===== config.mk =====
export PLATFORM = sky130hd
export DESIGN_NAME = wbMergeTop
export DESIGN_NICKNAME = d
export VERILOG_FILES = /design/src/rtl/wbPkg.sv /design/src/rtl/wbData.sv /design/src/rtl/wbCtrl.sv /design/src/rtl/wbMergeTop.sv
export SDC_FILE = /design/constraint.sdc
export NUM_CORES = 1
export LEC_CHECK = 0
export ABC_AREA = 0
export BUFFER_PORTS_ARGS = -buffer_cell sky130_fd_sc_hd__clkbuf_2
export CORE_MARGIN = 10
export CORE_UTILIZATION = 55
export DETAILED_ROUTE_END_ITERATION = 6
export PLACE_DENSITY = 0.84
export SKIP_CTS_REPAIR_TIMING = 1
export SYNTH_ARGS = -nofsm -noshare
export SYNTH_HDL_FRONTEND = slang
export SYNTH_SLANG_ARGS = --single-unit

===== constraint.sdc =====
create_clock -name clk -period 6.9 [get_ports clk]
set_clock_uncertainty 0.1 [all_clocks]
set_input_delay 0.69 -clock clk [delete_from_list [all_inputs] [get_ports clk]]
set_output_delay 0.69 -clock clk [all_outputs]
set_load 0.03 [all_outputs]

===== src/rtl/wbPkg.sv =====
package wbPkg;
  timeunit 1ns; timeprecision 1ps;

  localparam int ENTRIES     = 4;   // power of two (ring pointers wrap)
  localparam int WORDS       = 4;
  localparam int WORD_W      = 32;
  localparam int ADDR_W      = 32;
  localparam int HOLD_CYCLES = 8;

  localparam int IDX_W      = $clog2(ENTRIES);
  localparam int CNT_W      = $clog2(ENTRIES + 1);
  localparam int BPW        = WORD_W / 8;
  localparam int BSEL_LO    = $clog2(BPW);
  localparam int LINE_BYTES = WORDS * BPW;
  localparam int LINE_W     = LINE_BYTES * 8;
  localparam int OFF_W      = $clog2(LINE_BYTES);
  localparam int TAG_W      = ADDR_W - OFF_W;
  localparam int HOLD_W     = $clog2(HOLD_CYCLES + 1);

  typedef struct packed {
    logic             wrEn;
    logic             newEntry;
    logic [IDX_W-1:0] wrIdx;
    logic             retire;
    logic [IDX_W-1:0] headIdx;
  } strobes_t;
endpackage


===== src/rtl/wbData.sv =====
module wbData
  import wbPkg::*;
(
  input  logic                  clk,
  input  logic                  rstN,
  input  strobes_t              stb,
  input  logic [ADDR_W-1:0]     stAddr,
  input  logic [WORD_W-1:0]     stData,
  input  logic [BPW-1:0]        stBe,
  input  logic [ADDR_W-1:0]     rdAddr,
  output logic [ENTRIES-1:0]    entValid,
  output logic [ENTRIES-1:0]    entFull,
  output logic [ENTRIES-1:0]    stHit,
  output logic [ENTRIES-1:0]    rdHit,
  output logic                  rdCover,
  output logic [WORD_W-1:0]     fwdData,
  output logic [TAG_W-1:0]      headTag,
  output logic [LINE_W-1:0]     headLine,
  output logic [LINE_BYTES-1:0] headBe
);
  timeunit 1ns; timeprecision 1ps;

  logic [TAG_W-1:0]      tagQ  [ENTRIES];
  logic [LINE_W-1:0]     lineQ [ENTRIES];
  logic [LINE_BYTES-1:0] beQ   [ENTRIES];
  logic [ENTRIES-1:0]    validQ;

  logic [OFF_W-BSEL_LO-1:0] stWord, rdWord;
  logic [LINE_BYTES-1:0]    placeBe;
  logic [LINE_W-1:0]        placeData;
  logic                     unusedLowBits;

  assign stWord        = stAddr[OFF_W-1:BSEL_LO];
  assign rdWord        = rdAddr[OFF_W-1:BSEL_LO];
  assign placeBe       = LINE_BYTES'(stBe) << (stWord * BPW);
  assign placeData     = LINE_W'(stData) << (stWord * WORD_W);
  assign unusedLowBits = ^{stAddr[BSEL_LO-1:0], rdAddr[BSEL_LO-1:0]};

  for (genvar g = 0; g < ENTRIES; g++) begin : gCmp
    assign stHit[g]   = validQ[g] && (tagQ[g] == stAddr[ADDR_W-1:OFF_W]);
    assign rdHit[g]   = validQ[g] && (tagQ[g] == rdAddr[ADDR_W-1:OFF_W]);
    assign entFull[g] = &beQ[g];
  end

  always_ff @(posedge clk) begin
    if (!rstN) begin
      validQ <= '0;
      for (int e = 0; e < ENTRIES; e++) begin
        tagQ[e]  <= '0;
        lineQ[e] <= '0;
        beQ[e]   <= '0;
      end
    end else begin
      for (int e = 0; e < ENTRIES; e++) begin
        if (stb.wrEn && stb.wrIdx == IDX_W'(e)) begin
          if (stb.newEntry) begin
            validQ[e] <= 1'b1;
            tagQ[e]   <= stAddr[ADDR_W-1:OFF_W];
            lineQ[e]  <= placeData;
            beQ[e]    <= placeBe;
          end else begin
            beQ[e] <= beQ[e] | placeBe;
            for (int b = 0; b < LINE_BYTES; b++)
              if (placeBe[b]) lineQ[e][b*8 +: 8] <= placeData[b*8 +: 8];
          end
        end else if (stb.retire && stb.headIdx == IDX_W'(e)) begin
          validQ[e] <= 1'b0;
        end
      end
    end
  end

  always_comb begin
    rdCover = 1'b0;
    fwdData = '0;
    for (int e = 0; e < ENTRIES; e++) begin
      if (rdHit[e]) begin
        rdCover = &beQ[e][rdWord*BPW +: BPW];
        fwdData = lineQ[e][rdWord*WORD_W +: WORD_W];
      end
    end
  end

  assign entValid = validQ;
  assign headTag  = tagQ[stb.headIdx];
  assign headLine = lineQ[stb.headIdx];
  assign headBe   = beQ[stb.headIdx];
endmodule


===== src/rtl/wbCtrl.sv =====
module wbCtrl
  import wbPkg::*;
(
  input  logic               clk,
  input  logic               rstN,
  input  logic               stValid,
  input  logic               rdValid,
  input  logic               memReady,
  input  logic [ENTRIES-1:0] entValid,
  input  logic [ENTRIES-1:0] entFull,
  input  logic [ENTRIES-1:0] stHit,
  input  logic [ENTRIES-1:0] rdHit,
  input  logic               rdCover,
  output strobes_t           stb,
  output logic               stReady,
  output logic               rdReady,
  output logic               fwdValid,
  output logic               memValid,
  output logic               memWrite
);
  timeunit 1ns; timeprecision 1ps;

  logic [IDX_W-1:0]  headQ, tailQ, hitIdx;
  logic [CNT_W-1:0]  countQ;
  logic [HOLD_W-1:0] idleQ;
  logic              drainBusyQ;
  logic anyStHit, rdFull, rdPartial, rdMiss, drainWant;
  logic presentWrite, presentRead, accept, alloc, retire;

  always_comb begin
    hitIdx = '0;
    for (int e = 0; e < ENTRIES; e++)
      if (stHit[e]) hitIdx = IDX_W'(e);
  end

  assign anyStHit  = |stHit;
  assign rdFull    = rdValid && (|rdHit) && rdCover;
  assign rdPartial = rdValid && (|rdHit) && !rdCover;
  assign rdMiss    = rdValid && !(|rdHit);

  // oldest entry asks for memory under any of the drain triggers
  assign drainWant = entValid[headQ] &&
                     (drainBusyQ || entFull[headQ] || countQ > CNT_W'(1) ||
                      idleQ == HOLD_W'(HOLD_CYCLES) || rdPartial);

  // a presented write is held; otherwise a clean read miss wins the port
  assign presentWrite = drainBusyQ || (!rdMiss && drainWant);
  assign presentRead  = rdMiss && !drainBusyQ;

  assign memValid = presentWrite || presentRead;
  assign memWrite = presentWrite;
  assign fwdValid = rdFull;
  assign rdReady  = rdFull || (presentRead && memReady);

  assign stReady = anyStHit ? !(presentWrite && hitIdx == headQ)
                            : (countQ < CNT_W'(ENTRIES));
  assign accept  = stValid && stReady;
  assign alloc   = accept && !anyStHit;
  assign retire  = presentWrite && memReady;

  always_comb begin
    stb.wrEn     = accept;
    stb.newEntry = !anyStHit;
    stb.wrIdx    = anyStHit ? hitIdx : tailQ;
    stb.retire   = retire;
    stb.headIdx  = headQ;
  end

  always_ff @(posedge clk) begin
    if (!rstN) begin
      headQ      <= '0;
      tailQ      <= '0;
      countQ     <= '0;
      drainBusyQ <= 1'b0;
      idleQ      <= '0;
    end else begin
      if (retire) headQ <= headQ + 1'b1;
      if (alloc)  tailQ <= tailQ + 1'b1;
      countQ     <= countQ + CNT_W'(alloc) - CNT_W'(retire);
      drainBusyQ <= presentWrite && !memReady;
      if (accept || countQ == '0)               idleQ <= '0;
      else if (idleQ != HOLD_W'(HOLD_CYCLES))  idleQ <= idleQ + 1'b1;
    end
  end
endmodule


===== src/rtl/wbMergeTop.sv =====
module wbMergeTop
  import wbPkg::*;
(
  input  logic                  clk,
  input  logic                  rstN,
  input  logic                  stValid,
  output logic                  stReady,
  input  logic [ADDR_W-1:0]     stAddr,
  input  logic [WORD_W-1:0]     stData,
  input  logic [BPW-1:0]        stBe,
  input  logic                  rdValid,
  output logic                  rdReady,
  input  logic [ADDR_W-1:0]     rdAddr,
  output logic                  fwdValid,
  output logic [WORD_W-1:0]     fwdData,
  output logic                  memValid,
  input  logic                  memReady,
  output logic                  memWrite,
  output logic [ADDR_W-1:0]     memAddr,
  output logic [LINE_W-1:0]     memWData,
  output logic [LINE_BYTES-1:0] memBe
);
  timeunit 1ns; timeprecision 1ps;

  strobes_t              stb;
  logic [ENTRIES-1:0]    entValid, entFull, stHit, rdHit;
  logic                  rdCover;
  logic [TAG_W-1:0]      headTag;
  logic [LINE_BYTES-1:0] headBe;

  wbData uData (
    .clk(clk), .rstN(rstN), .stb(stb),
    .stAddr(stAddr), .stData(stData), .stBe(stBe), .rdAddr(rdAddr),
    .entValid(entValid), .entFull(entFull), .stHit(stHit), .rdHit(rdHit),
    .rdCover(rdCover), .fwdData(fwdData),
    .headTag(headTag), .headLine(memWData), .headBe(headBe)
  );

  wbCtrl uCtrl (
    .clk(clk), .rstN(rstN), .stValid(stValid), .rdValid(rdValid),
    .memReady(memReady), .entValid(entValid), .entFull(entFull),
    .stHit(stHit), .rdHit(rdHit), .rdCover(rdCover), .stb(stb),
    .stReady(stReady), .rdReady(rdReady), .fwdValid(fwdValid),
    .memValid(memValid), .memWrite(memWrite)
  );

  assign memAddr = memWrite ? {headTag, {OFF_W{1'b0}}} : rdAddr;
  assign memBe   = memWrite ? headBe : '0;
endmodule


======== Word-level counts from Yosys, hierarchy flattened ========
Memory sizes are Yosys's and may differ from the RTL's. A register that Yosys moved wholly into a read port is not among the register bits.
Index checks and enable logic that the tools add are counted.
word-level totals
  register bits after elaboration ......... 16
  latch bits .............................. 0
  RAM bits ................................ 688
  bits in read-only memories .............. 0
  word-level logic and storage cells ...... 567
  memories kept ........................... 3
cells by class
  add/subtract/negate cells ............... 5
  multipliers ............................. 0
  div/mod/pow operators ................... 0
  $lt $le $gt $ge ......................... 3
  eq/ne operators ......................... 21
  shifts and indexed selects .............. 10
  muxes and demuxes ....................... 365
  bitwise gates (word level) .............. 85
  reductions and logical operators ........ 66
memories
  name         words  width  rd ports  clocked after memory_dff  wr ports  line          source
  uData.lineQ  4      128    5         1                         4         wbData.sv:24  logic [LINE_W-1:0] lineQ [ENTRIES];
  uData.tagQ   4      28     5         1                         4         wbData.sv:23  logic [TAG_W-1:0] tagQ [ENTRIES];
  uData.beQ    4      16     5         1                         4         wbData.sv:25  logic [LINE_BYTES-1:0] beQ [ENTRIES];
operators with widths
  kind                  count
  $mux W128             4
  $mux W8               64
  $shiftx A128 B8 Y32   4
  $mux W1               268
  $eq A28 B28 Y1        8
  $mux W32              5
  $mux W16              9
  $shl A32 B7 Y128      1
  $mux W28              4
  $or A1 B1 Y1          80
  $or A16 B16 Y16       4
  $reduce_and A16 Y1    4
  $shiftx A16 B5 Y4     4
  $logic_and A1 B1 Y1   29
  $mux W2               9
  $reduce_and A4 Y1     4
  $shl A4 B4 Y16        1
  $eq A2 B2 Y1 const B  4
  $logic_or A1 B1 Y1    8
  $ne A2 B2 Y1 const B  4
  $reduce_and A2 Y1     4
  $reduce_bool A2 Y1    4
  $reduce_or A4 Y1      2
  $logic_not A1 Y1      7
  16 further kinds      20

======== Logic depth before layout (Yosys ltp) ========
An unclocked memory read counts as a cell.
  word-level depth ........................ 23
  gate-level depth with buffers ........... 17
  depth with buffers taken out ............ 15

======== Hierarchy ========
From an unflattened synthesis, not the netlist that was laid out.
unflattened totals
  cell total of the unflattened synthesis .. 2969
  area, all modules ....................... 38572.0 um2
by module, submodules not included
  module      instances  cells each  area each (um2)  sequential area each (um2)
  wbData      1          2821        37220.7          20739.9
  wbCtrl      1          95          854.6            240.2
  wbMergeTop  1          53          496.7            0.0

======== Worst setup path after synthesis ========
No wires, ideal clock.
  path kind ............................... input port to flip-flop
  from .................................... input port rdAddr[29]
  to ...................................... memory uData.beQ[1][0] in the netlist's numbering, enable pin
  arrival time ............................ 4505 ps
  data required time ...................... 6386 ps
  path slack .............................. 1880 ps
  cell stages on the path ................. 12
  buffers on the path ..................... 3
  path through ............................ clkbuf_1 > xnor2_1 > nand4_1 > or4_1 > or4_1 > o2111ai_1 > a311o_2 > a31oi_1 > buf_6 > or2_2 > clkbuf_1 > o31ai_1
RTL lines
  what         line              source
  from (decl)  wbMergeTop.sv:13  input logic [ADDR_W-1:0] rdAddr,
  to (decl)    wbData.sv:25

==> flow_metrics.py <==
metrics = {
    "power": {
        "power.density_cell_area_nw_per_um2": 272,
        "total_leakage_power_nw": 17.7,
        "vdd_ir_drop_max_uv": 246,
    },
    "global_routing": {
        "grt_pass1_vias": 29100,
        "busiest_layer": "met2",
        "grt_max_degree": 93,
        "grt_util_all_layers": 0.303,
        "grt_total_ovfl": 0,
        "grt_first_pass_wirelength_um": 194000,
        "globalRouteMet2Util": 0.475,
        "grt_antenna_before_repair": 14,
        "grt_util_met3": 0.0774,
        "globalRouteMet1Util": 0.388,
    },
    "floorplanning": {
        "core_area_um2": 71900,
        "die_area_um2": 84000,
        "die-height_um": 290,
        "placement_rows": 98,
        "die_w_um": 290,
        "boundaryPins": 318,
        "initial_utilization": 0.557,
    },
    "placement": {
        "gpl_congestion": 0.990,
        "dpl_hpwl_um": 84400,
        "placedInstanceArea_um2": 42500,
        "dp_slack_ns": 1.56,
        "port-buffer-count": 315,
    },
    "setup_path": {
        "critical_path.top_delay_family": "simple AND/OR/NAND/NOR gates",
        "r2r_start": "uData.tagQ[2][6]",
        "crit_required_ns": 6.11,
        "setup.worst_path.class": "flop to output port",
        "cp.arrival_ns": 4.67,
        "setup.worst_path.end_class": "output port",
        "startpoint_types": "flop",
        "worstPathMaxFanout": 55,
        "critical_path.n_buffers_inverters": 2,
        "first_element_of_the_critical_path": "uData.tagQ[1][3]",
        "path_common_cell": "sky130_fd_sc_hd__or4_1",
        "worst_path_largest_cell_delay_ns": 0.57,
        "library_cell_contributing_the_largest_single_delay_on_the_critical_path": "sky130_fd_sc_hd__or4_1",
        "path_cells": "xnor2_1 > nand4_1 > or4_1 > or4_1 > o2111ai_1 > a311o_2 > and3_2 > buf_4 > mux2_2 > clkbuf_2",
    },
    "cells_and_area": {
        "design_area_um2": 44900,
        "synth_to_final_area_change_pct": 12.1,
        "utilization_after_layout": 0.625,
        "drive_gt1_frac": 0.307,
        "final_nets": 3261,
    },
    "synthesis": {
        "synth_top_area_cell": "sky130_fd_sc_hd__edfxtp_1",
        "synth.cells.most_frequent": "688 x sky130_fd_sc_hd__edfxtp_1, 515 x sky130_fd_sc_hd__and3_1, 306 x sky130_fd_sc_hd__mux4_2",
        "synth_sequential_area_ratio": 0.525,
        "avgSynthCellArea_um2": 13.5,
        "async_flop_share": 0,
        "yosysWarnings": 0,
        "synth-xor-area-share": 0.0490,
        "synth.most_common_cell": "sky130_fd_sc_hd__edfxtp_1",
        "synthAdderAreaFrac": 0.00331,
        "synth_cell_type_count": 59,
        "synth_simple_gate_area_frac": 0.149,
        "synth-edff-count": 688,
        "synth_top_area_frac": 0.516,
        "synth.top_cells.by_area": "sky130_fd_sc_hd__edfxtp_1 52%, sky130_fd_sc_hd__mux4_2 17%, sky130_fd_sc_hd__and3_1 8.0%, sky130_fd_sc_hd__xnor2_1 4.0%, sky130_fd_sc_hd__clkbuf_1 2.6%",
        "postSynthCellCount": 2975,
        "synth.area.mux_share": 0.198,
        "synth-compound-area-share": 0.0363,
        "combinational_family_with_the_most_area_after_synthesis": "multiplexers",
        "synth_ff_type": "sky130_fd_sc_hd__edfxtp_1",
        "post_synthesis_net_count": 3090,
        "ys_seq_elements": 706,
        "netlist_area_um2": 40000,
    },
    "clock_network": {
        "clock_latency_ns": 0.65,
        "count_of_h_tree_levels_built_during_cts": 3,
        "clock_tree.buffer_depth": 3,
        "clock_tree.root_cell": "sky130_fd_sc_hd__clkbuf_16",
        "clock_sinks": 706,
        "clk_transition_reported_paths_ns": 0.06,
        "numCtsBuffers": 73,
        "tritoncts_clock_tree": "yes",
    },
    "worst_hold_path": {
        "worstHoldPathType": "input pin to flop",
        "hold_path.startpoint": "memReady",
    },
    "detailed_routing": {
        "post_dr_vias_cell": 7.05,
        "drt-wirelength-per-cell_um": 31.6,
        "first_pass_iters": 6,
        "final_antenna_net_count": 0,
        "drt-initial-drc-count": 4477,
        "via_count": 29300,
        "wl_um": 131000,
        "post-route-drc-count": 0,
    },
    "sta": {
        "fmax_mhz": 183,
        "finalMaxSlewViolations": 0,
        "setup_viol": 0,
        "finalHoldViolations": 0,
        "slew_headroom": 0.0495,
        "fin_tns_setup_ns": 0,
        "worst-slew-pin-transition_ns": 1.43,
        "final_critical_path_share_of_the_clock_period": 0.791,
        "final.setup.worst_slack_ns": 1.44,
        "grt_setup_unrepaired": "false",
        "min_period_ns": 5.46,
    },
    "status": {
        "run_status": "finished, final reports clean",
    },
    "flow_run": {
        "max_cap_viol_count": 0,
    },
}
==> cell usage in the layout (no fill, tap or decap), types with 70 or more instances in the layout <==
master                      instances
sky130_fd_sc_hd__and2_1           116
sky130_fd_sc_hd__and3_1           514
sky130_fd_sc_hd__buf_4            118
sky130_fd_sc_hd__clkbuf_16         73
sky130_fd_sc_hd__clkbuf_2         313
sky130_fd_sc_hd__edfxtp_1         688
sky130_fd_sc_hd__mux4_2           306
sky130_fd_sc_hd__nand2_1          124
sky130_fd_sc_hd__nand4_1           77
sky130_fd_sc_hd__o21ai_0           70
sky130_fd_sc_hd__xnor2_1          184
==> layer usage <==
layer,vias up,wire length (um)
met3,428,17000
met1,14500,45500
met5,-,101
met2,2509,61800
li1,11800,-
met4,16,6940
==> path summary, 6_finish.rpt <==
check	end	slack, ns	cells past startpoint
min	uCtrl.drainBusyQ	0.26	2
max	memAddr[19]	1.44	10
min reg2reg	uCtrl.tailQ[1]	0.47	2
max reg2reg	uData.lineQ[1][49]	1.88	11
==> logic make-up after synthesis <==
kind of cell             count (synthesis)
flip-flops                             706
XOR/XNOR                               224
AO/OA/AOI/OAI                          238
adder cells (fa/ha/maj)                 10
AND/OR/NAND/NOR                       1007
multiplexers                           402
buffers and inverters                  388
==> flip-flops by register name, indices dropped and copies added (netlist names), named ones only <==
| signal | flops |
|---|---|
| uData.tagQ | 112 |
| uCtrl.tailQ | 2 |
| uCtrl.idleQ | 4 |
| uData.entValid | 4 |
| uCtrl.drainBusyQ | 1 |
| uData.beQ | 64 |
| uData.lineQ | 512 |
| uCtrl.countQ | 3 |
| uCtrl.headQ | 2 |
==> through the flow <==
step / power [W] / std cells / hold slack, ns
after CTS: 0.0121 / 4151 / 0.233
after detailed placement: 0.00824 / 4021 / 0.453
after floorplan: 0.00717 / 2975 / 0.370
after global routing: 0.0125 / 4156 / 0.279
after global placement: 0.00818 / 4021 / 0.443
final: 0.0122 / 4156 / 0.260
==> final cells by class <==
| class | instances | area (um2) |
|---|---|---|
| Fill cell | 5189 | 27000 |
| Sequential cell | 706 | 21000 |
| Multi-Input combinational cell | 1881 | 17600 |
| Timing Repair Buffer | 434 | 2500 |
| Clock buffer | 87 | 1880 |
| Tap cell | 950 | 1190 |
| Clock inverter | 43 | 479 |
| Inverter | 50 | 188 |
| Antenna cell | 5 | 12.5 |
==> report_power, final <==
| group | switching, W | leakage [nW] | internal [W] |
|---|---|---|---|
| registers | 0.000329 | 7.36 | 0.00519 |
| clock network | 0.00178 | 1.12 | 0.00217 |
| logic | 0.00181 | 9.22 | 0.000912 |
| total | 0.00392 | 17.7 | 0.00828 |
Note: power is estimated with default switching activity, not from simulation.
